## src/rtl/backoff_pkg.sv

```systemverilog
package backoff_pkg;
  localparam logic [15:0] CODE_LOAD_OVF = 16'h03FF;
  localparam logic [15:0] CODE_ABORT    = 16'h05FF;
  typedef enum logic [0:0] {ST_IDLE = 1'b0, ST_WAIT = 1'b1} bo_state_t;
endpackage

```

## src/rtl/backoff_load.sv

```systemverilog
module backoff_load #(
  parameter int LOAD_W = 16
) (
  input  logic              clk,
  input  logic              rst_n,
  input  logic              upd_i,
  output logic [LOAD_W-1:0] load_o,
  output logic              ovf_o
);
  logic [LOAD_W-1:0] load_q;

  always_ff @(posedge clk) begin
    if (!rst_n)     load_q <= '0;
    else if (upd_i) load_q <= {load_q[LOAD_W-2:0], 1'b1};
  end

  assign load_o = load_q;
  assign ovf_o  = load_q[LOAD_W-1];

  AST_LOAD_STEP: assert property (@(posedge clk) disable iff (!rst_n)
    upd_i |=> load_q == (($past(load_q) << 1) | LOAD_W'(1)));
  AST_LOAD_HOLD: assert property (@(posedge clk) disable iff (!rst_n)
    !upd_i |=> $stable(load_q));
endmodule

```

## src/rtl/backoff_rand.sv

```systemverilog
module backoff_rand #(
  parameter int TIMER_W  = 16,
  parameter int RAND_W   = 8,
  parameter int RAND_LSB = 2,
  parameter int LOAD_W   = 16
) (
  input  logic [TIMER_W-1:0] timer_i,
  input  logic [LOAD_W-1:0]  load_i,
  output logic [RAND_W-1:0]  seed_o
);
  logic [RAND_W-1:0] rnd;
  assign rnd    = timer_i[RAND_LSB +: RAND_W];
  assign seed_o = rnd & load_i[RAND_W-1:0];
endmodule

```

## src/rtl/backoff_count.sv

```systemverilog
module backoff_count #(
  parameter int CNT_W = 8
) (
  input  logic             clk,
  input  logic             rst_n,
  input  logic             ld_i,
  input  logic [CNT_W-1:0] ld_val_i,
  input  logic             dec_i,
  output logic             zero_o
);
  logic [CNT_W-1:0] cnt_q;

  always_ff @(posedge clk) begin
    if (!rst_n)     cnt_q <= '0;
    else if (ld_i)  cnt_q <= ld_val_i;
    else if (dec_i && cnt_q != '0) cnt_q <= cnt_q - 1'b1;
  end

  assign zero_o = (cnt_q == '0);

  AST_CNT_NO_WRAP: assert property (@(posedge clk) disable iff (!rst_n)
    (dec_i && !ld_i && zero_o) |=> zero_o);
endmodule

```

## src/rtl/backoff_timer.sv

```systemverilog
module backoff_timer
  import backoff_pkg::*;
#(
  parameter int LOAD_W   = 16,
  parameter int TIMER_W  = 16,
  parameter int RAND_W   = 8,
  parameter int RAND_LSB = 2
) (
  input  logic               clk,
  input  logic               rst_n,
  input  logic               coll_i,
  input  logic               evt_i,
  input  logic               tick_i,
  input  logic [TIMER_W-1:0] timer_i,
  input  logic               rxbuf_set_i,
  input  logic               pkt_arrive_i,
  output logic               busy_o,
  output logic               tx_start_o,
  output logic               rx_en_o,
  output logic               rx_handoff_o,
  output logic               abort_o,
  output logic [15:0]        abort_code_o,
  output logic [LOAD_W-1:0]  load_o
);
  bo_state_t         state_q;
  logic [LOAD_W-1:0] load_w;
  logic              ovf_w, zero_w;
  logic [RAND_W-1:0] seed_w;
  logic              start_w, refuse_w, kill_w, fire_w, dec_w;
  logic              tx_q, rxen_q, abt_q;
  logic [15:0]       code_q;

  assign start_w  = (state_q == ST_IDLE) && coll_i && !ovf_w;
  assign refuse_w = (state_q == ST_IDLE) && coll_i && ovf_w;
  assign kill_w   = (state_q == ST_WAIT) && evt_i;
  assign dec_w    = (state_q == ST_WAIT) && !evt_i && tick_i;
  assign fire_w   = dec_w && zero_w;

  backoff_load #(.LOAD_W(LOAD_W)) u_load (
    .clk(clk), .rst_n(rst_n), .upd_i(start_w), .load_o(load_w), .ovf_o(ovf_w));

  backoff_rand #(.TIMER_W(TIMER_W), .RAND_W(RAND_W), .RAND_LSB(RAND_LSB),
                 .LOAD_W(LOAD_W)) u_rand (
    .timer_i(timer_i), .load_i(load_w), .seed_o(seed_w));

  backoff_count #(.CNT_W(RAND_W)) u_cnt (
    .clk(clk), .rst_n(rst_n), .ld_i(start_w), .ld_val_i(seed_w),
    .dec_i(dec_w), .zero_o(zero_w));

  always_ff @(posedge clk) begin
    if (!rst_n) begin
      state_q <= ST_IDLE;
      tx_q    <= 1'b0;
      rxen_q  <= 1'b0;
      abt_q   <= 1'b0;
      code_q  <= '0;
    end else begin
      tx_q  <= fire_w;
      abt_q <= refuse_w || kill_w;
      if (refuse_w)    code_q <= CODE_LOAD_OVF;
      else if (kill_w) code_q <= CODE_ABORT;
      if (start_w) begin
        state_q <= ST_WAIT;
        rxen_q  <= rxbuf_set_i;
      end else if (kill_w || fire_w) begin
        state_q <= ST_IDLE;
        rxen_q  <= 1'b0;
      end
    end
  end

  assign busy_o       = (state_q == ST_WAIT);
  assign tx_start_o   = tx_q;
  assign rx_en_o      = rxen_q;
  assign rx_handoff_o = rxen_q && pkt_arrive_i;
  assign abort_o      = abt_q;
  assign abort_code_o = code_q;
  assign load_o       = load_w;

  AST_TX_AFTER_WAIT: assert property (@(posedge clk) disable iff (!rst_n)
    tx_start_o |-> !busy_o && $past(busy_o));
  AST_IDLE_TICK: assert property (@(posedge clk) disable iff (!rst_n)
    (!busy_o && tick_i) |=> !tx_start_o);
  AST_RXEN_IDLE: assert property (@(posedge clk) disable iff (!rst_n)
    !busy_o |-> !rx_en_o);
  AST_EVT_ABORT: assert property (@(posedge clk) disable iff (!rst_n)
    (busy_o && evt_i) |=> abort_o && !tx_start_o && abort_code_o == CODE_ABORT);
  AST_OVF_REFUSE: assert property (@(posedge clk) disable iff (!rst_n)
    (!busy_o && coll_i && load_o[LOAD_W-1]) |=> abort_o && !busy_o
      && abort_code_o == CODE_LOAD_OVF);
  AST_ONE_RESULT: assert property (@(posedge clk) disable iff (!rst_n)
    $onehot0({tx_start_o, abort_o}));
endmodule

```

## config.mk

```make
export PLATFORM = sky130hd
export DESIGN_NAME = backoff_timer
export DESIGN_NICKNAME = d
export VERILOG_FILES = /design/src/rtl/backoff_pkg.sv /design/src/rtl/backoff_load.sv /design/src/rtl/backoff_rand.sv /design/src/rtl/backoff_count.sv /design/src/rtl/backoff_timer.sv
export SDC_FILE = /design/constraint.sdc
export NUM_CORES = 1
export LEC_CHECK = 0
export BUFFER_PORTS_ARGS = -buffer_cell sky130_fd_sc_hd__buf_2
export CORE_MARGIN = 2
export CORE_UTILIZATION = 49
export CTS_BUF_LIST = sky130_fd_sc_hd__clkbuf_2 sky130_fd_sc_hd__clkbuf_4 sky130_fd_sc_hd__clkbuf_8
export CTS_CLUSTER_SIZE = 25
export DETAILED_ROUTE_END_ITERATION = 10
export PLACE_DENSITY = 0.85
export SKIP_LAST_GASP = 1
export SLEW_MARGIN = 20
export SYNTH_ARGS = -nofsm -noshare
export SYNTH_HDL_FRONTEND = slang
export SYNTH_SLANG_ARGS = --single-unit
```

## constraint.sdc

```tcl
create_clock -name clk -period 2 [get_ports clk]
set_input_delay 0 -clock clk [delete_from_list [all_inputs] [get_ports clk]]
set_output_delay 0 -clock clk [all_outputs]
set_load 0.02 [all_outputs]
```

# Word level (Yosys, flattened, before mapping)
# Index checks and enable logic that the tools add are counted.
[op_classes] muxes=7 n_bitwise=3 reduce_logical=19 add_sub_neg=1
[op_table] op="$mux W10" n=2
[op_table] op="$mux W8" n=2
[op_table] op="$logic_and A1 B1 Y1" n=9
[op_table] op="$and A8 B8 Y8" n=1
[op_table] op="$logic_not A8 Y1" n=1
[op_table] op="$reduce_bool A8 Y1" n=1
[op_table] op="$sub A8 B1 Y8 const B" n=1
[op_table] op="$reduce_bool A2 Y1" n=3
[op_table] op="$mux W1" n=3
[op_table] op="$logic_not A1 Y1" n=2
[op_table] op="$logic_or A1 B1 Y1" n=2
[op_table] op="$not A1 Y1" n=2
[op_table] op="$reduce_or A2 Y1" n=1
[totals] input_bits=23 regBits=39 elab_cells=38 output_inout_bits=37

# Depth between registers and ports, before layout
[depth] word_depth=7 depth_mapped=7 mapped_depth_nobuf=6

# Modules after synthesis
# A second synthesis with hierarchy kept.
[unflattened] cells_unflattened=163 hier_area_um2=1561.5
[modules_own_cells] module="backoff_load" seq_area_each_um2=320.3 n_inst=1 cells_per_inst=51 area_per_inst_um2=614.3
[modules_own_cells] module="backoff_count" seq_area_each_um2=160.2 n_inst=1 cells_per_inst=58 area_per_inst_um2=508.0
[modules_own_cells] module="backoff_timer" seq_area_each_um2=140.1 n_inst=1 cells_per_inst=46 area_per_inst_um2=389.1
[modules_own_cells] module="backoff_rand" seq_area_each_um2=0.0 n_inst=1 cells_per_inst=8 area_per_inst_um2=50.0

# Worst setup path after synthesis
# No wires, ideal clock.
[synth_path] path_type="register to register" startpoint="register u_cnt.cnt_q[0]" endpoint="register u_cnt.cnt_q[1]" setup_ns=0.063 t_arrival_ns=1.641 path_stages_with_launch=8 path_buffers=1 period_less_slack_ns=1.703 required_ns=1.937 slack_ns=0.297 path_cell_list="dfxtp_1 -> inv_1 -> ha_1 -> or4b_1 -> buf_2 -> o21ai_4 -> or4b_2 -> nand3_1"
[synth_between] elab_chain_len=3 word_cells_on_any_way=6 cone_classes="add/sub: 1; mux: 2; reduce/logical: 3"
[synth_rtl] element="from (decl)" line="backoff_count.sv:11" rtl="logic [CNT_W-1:0] cnt_q;"
[synth_rtl] element="from (signal assigned)" line="backoff_count.sv:15" rtl="else if (ld_i) cnt_q <= ld_val_i;"
[synth_rtl] element="from (signal assigned)" line="backoff_count.sv:16" rtl="else if (dec_i && cnt_q != '0) cnt_q <= cnt_q - 1'b1;"
[synth_rtl] element="$sub A8 B1 Y8 / $reduce_bool A8 Y1 (equally long branches)" line="backoff_count.sv:16"
[synth_rtl] element="$mux W8 / $logic_and A1 B1 Y1 (equally long branches)" line="backoff_count.sv:16"
[synth_rtl] element="$mux W8 / $reduce_bool A2 Y1 (equally long branches)"
# Parallel ways exist; a longest one is shown, timed or not. The select of a mux whose other input is x is not followed.
# A chain may end at the register's enable or synchronous reset.

# Worst setup path in the final report
# Same ends and word-level chain as after synthesis.

==> flow_summary.ini <==
[run_status]
outcome = finished, violations left
violations = design-rule violations

[finish]
layout-drive-gt1-share_pct = 30.14
syn_to_final_growth_pct = 19.13
diodes = 0
fin_util_pct = 62.22
layout.nets = 243

[sta]
clock_skew_ns = 0.004026
hold_viol = 0
slew_violations = 0
fmax_mhz = 566.9
finalSetupViolations = 0
tns_ns = 0
rsz0062_at_grt = false
post-route-period-util_pct = 88.21
finalCriticalPeriod_ns = 1.764

[logic_synthesis]
synth_sequential_area_ratio_pct = 42.36
yosysWarningCount = 0
async_flop_share_pct = 0
synth_cells = 176
synth_ff_type = dfxtp_1
ys_seq_elements = 31
synth.avg_cell_area_sq_um = 8.325
synth_edf_count = 0
ys_types = 44
syn_area_sq_mm = 0.001465

[placement]
portBuffers = 46
hpwl_um = 2216
globalplace.congestion = 0.8122

[critical_path]
slowest_stage = or4b_2
end_kind = register
setup.worst_path.start_class = register
cpPeakStageDelay_ns = 0.61
crit_required_ns = 2.28
reg2reg_slack_ns = 0.24
critPathMaxFanout = 7
cp_data_arrival_time_ns = 2.04
path_cells = inv_1 > ha_1 > or4b_4 > o21ai_4 > or4b_2 > nand3_1
worstSetupPathType = reg2reg

[global_route]
grt_pass1_vias = 1253
grt_overflow_total = 0
grt_first_pass_wirelength_um = 5382
antenna_found_initial = 0
grt_max_degree = 25
track_usage_pct = 20.82

[cts]
h-tree-depth = 2
clock_latency_ns = 0.33
cts_setup_buffers = 0
clkTransAtPathRegs_ns = 0.09
max-clock-path-buffers = 2
clock_sinks = 31
tritoncts = built
numCtsBuffers = 5
root_buffer = clkbuf_4

[route]
drc_errors = 3
via_count = 1309
dr_wl_met3_um = 173
met2_wirelength_um = 1571
ant_nets = 0
top_layer = met4
drt_wl_total_um = 3197
drtIter0Drc = 24
dr.pass1.iters = 7
wire_per_inst_um = 12.79
vias_per_cell = 5.236
drt-met1-wl_um = 1383

[power]
max-vdd-ir-drop_mv = 0.4968
powerDensity_mw_per_mm2 = 705.4
p_leak_uw = 0.0007845

[floorplanning]
start_util_pct = 52.23
die_h_um = 58.68
dieArea_sq_mm = 0.003443
num_rows = 19
pin_count = 60
core_area_sq_mm = 0.002805
die_w_um = 58.68

[run]
maxCapViolCount = 0

[hold_path]
hp-class = in2reg
## timing repair
item	4_1_cts	5_1_grt
setup endpoints to repair	0	3
resized for setup	0	1
endpoints found under the hold margin	6	0
hold buffers	6	0
## sequential cells by signal (all words and copies together), names as in the netlist
| register | flops |
|---|---|
| rx_en_o | 1 |
| tx_start_o | 1 |
| abort_o | 1 |
| u_load.load_o | 16 |
| u_cnt.cnt_q | 8 |
| abort_code_o | 3 |
| busy_o | 1 |
## cell usage in the layout, fill, tap and decap left out, types with 2 or more instances in the layout
cell,count
buf_2,46
nand2_1,45
dfxtp_1,31
a21oi_1,15
a21boi_0,7
clkbuf_4,7
dlygate4sd3_1,6
conb_1,5
nand3b_1,4
inv_1,3
nor2_1,3
nand3_1,3
and2_1,2
or3b_2,2
nor4_2,2
o21a_1,2
nor3_1,2
o21ai_0,2
o211ai_1,2
xor2_1,2
nand4_1,2
ha_1,2
buf_4,2
## routing by layer
layer	GRT usage (%)	up-vias
met5	0	-
met4	8.117	0
met3	7.473	9
met2	34.51	40
met1	24.65	597
li1	-	663
## worst max-delay path, delay by kind of cell (launching register included)
kind	cells	cell delay, ns
AOI/OAI and AO/OA	1	0.08
DFF	1	0.37
adders and majority gates	1	0.19
and+or+nand+nor	3	0.97
buffers and inverters	1	0.10
## final timing paths
kind / startpoint / cells past startpoint / end
max reg2reg: u_cnt.cnt_q[0]$_SDFFE_PN0P_ / 6 / u_cnt.cnt_q[1]$_SDFFE_PN0P_
min: timer_i[7] / 4 / u_cnt.cnt_q[5]$_SDFFE_PN0P_
max: u_cnt.cnt_q[0]$_SDFFE_PN0P_ / 6 / u_cnt.cnt_q[1]$_SDFFE_PN0P_
min reg2reg: abort_code_o[10]$_SDFFE_PP0P_ / 2 / abort_code_o[10]$_SDFFE_PP0P_
## final cells by class
cell class	count	area [sq um]
clock buffers	7	52.55
clock inverters	1	5.005
repair buffers	54	305.3
inverters	3	11.26
fillers	271	1060
well taps	31	38.79
flip-flops and latches	31	620.6
multi-input cells	123	711.9
## stage by stage
step	setup slack, ns	hold slack [ns]	total power [uW]	std cells	cell area [sq um]
2_1_floorplan	0.2966	0.1360	821.2	180	1480
3_3_place_gp	0.1930	0.2471	850.8	236	1624
3_5_place_dp	0.1555	0.2570	856.1	236	1624
4_1_cts	0.1233	0.008738	1231	250	1742
5_1_grt	0.1245	0.006316	1286	250	1745
6_report	0.2359	0.01792	1231	250	1745
## cells by family after synthesis
logic type	synth area share (%)
XOR/XNOR	1.794
AO/OA/AOI/OAI	15.88
AND/OR/NAND/NOR	27.67
buffers and inverters	10.33
flip-flops	42.36
other	0.2559
adder cells (fa/ha/maj)	1.708
## power by group
group | internal [uW] | switching, uW | total, uW
sequential | 635 | 18.7 | 654
clock | 164 | 212 | 376
combinational | 76.6 | 125 | 202
## cells in the mapped netlist, drive strengths merged, types with 3 or more instances
master,count,area share [%]
nand3b,4,2.0
nor4,3,2.1
buf,16,7.8
nor2,3,0.77
nand2,45,12
dfxtp,31,42
inv,3,0.77
o21ai,3,1.8
a21oi,16,5.7
a21boi,7,3.6
nand3,3,1.0
clkbuf,7,1.8
Note: power is estimated with default switching activity, not from simulation.
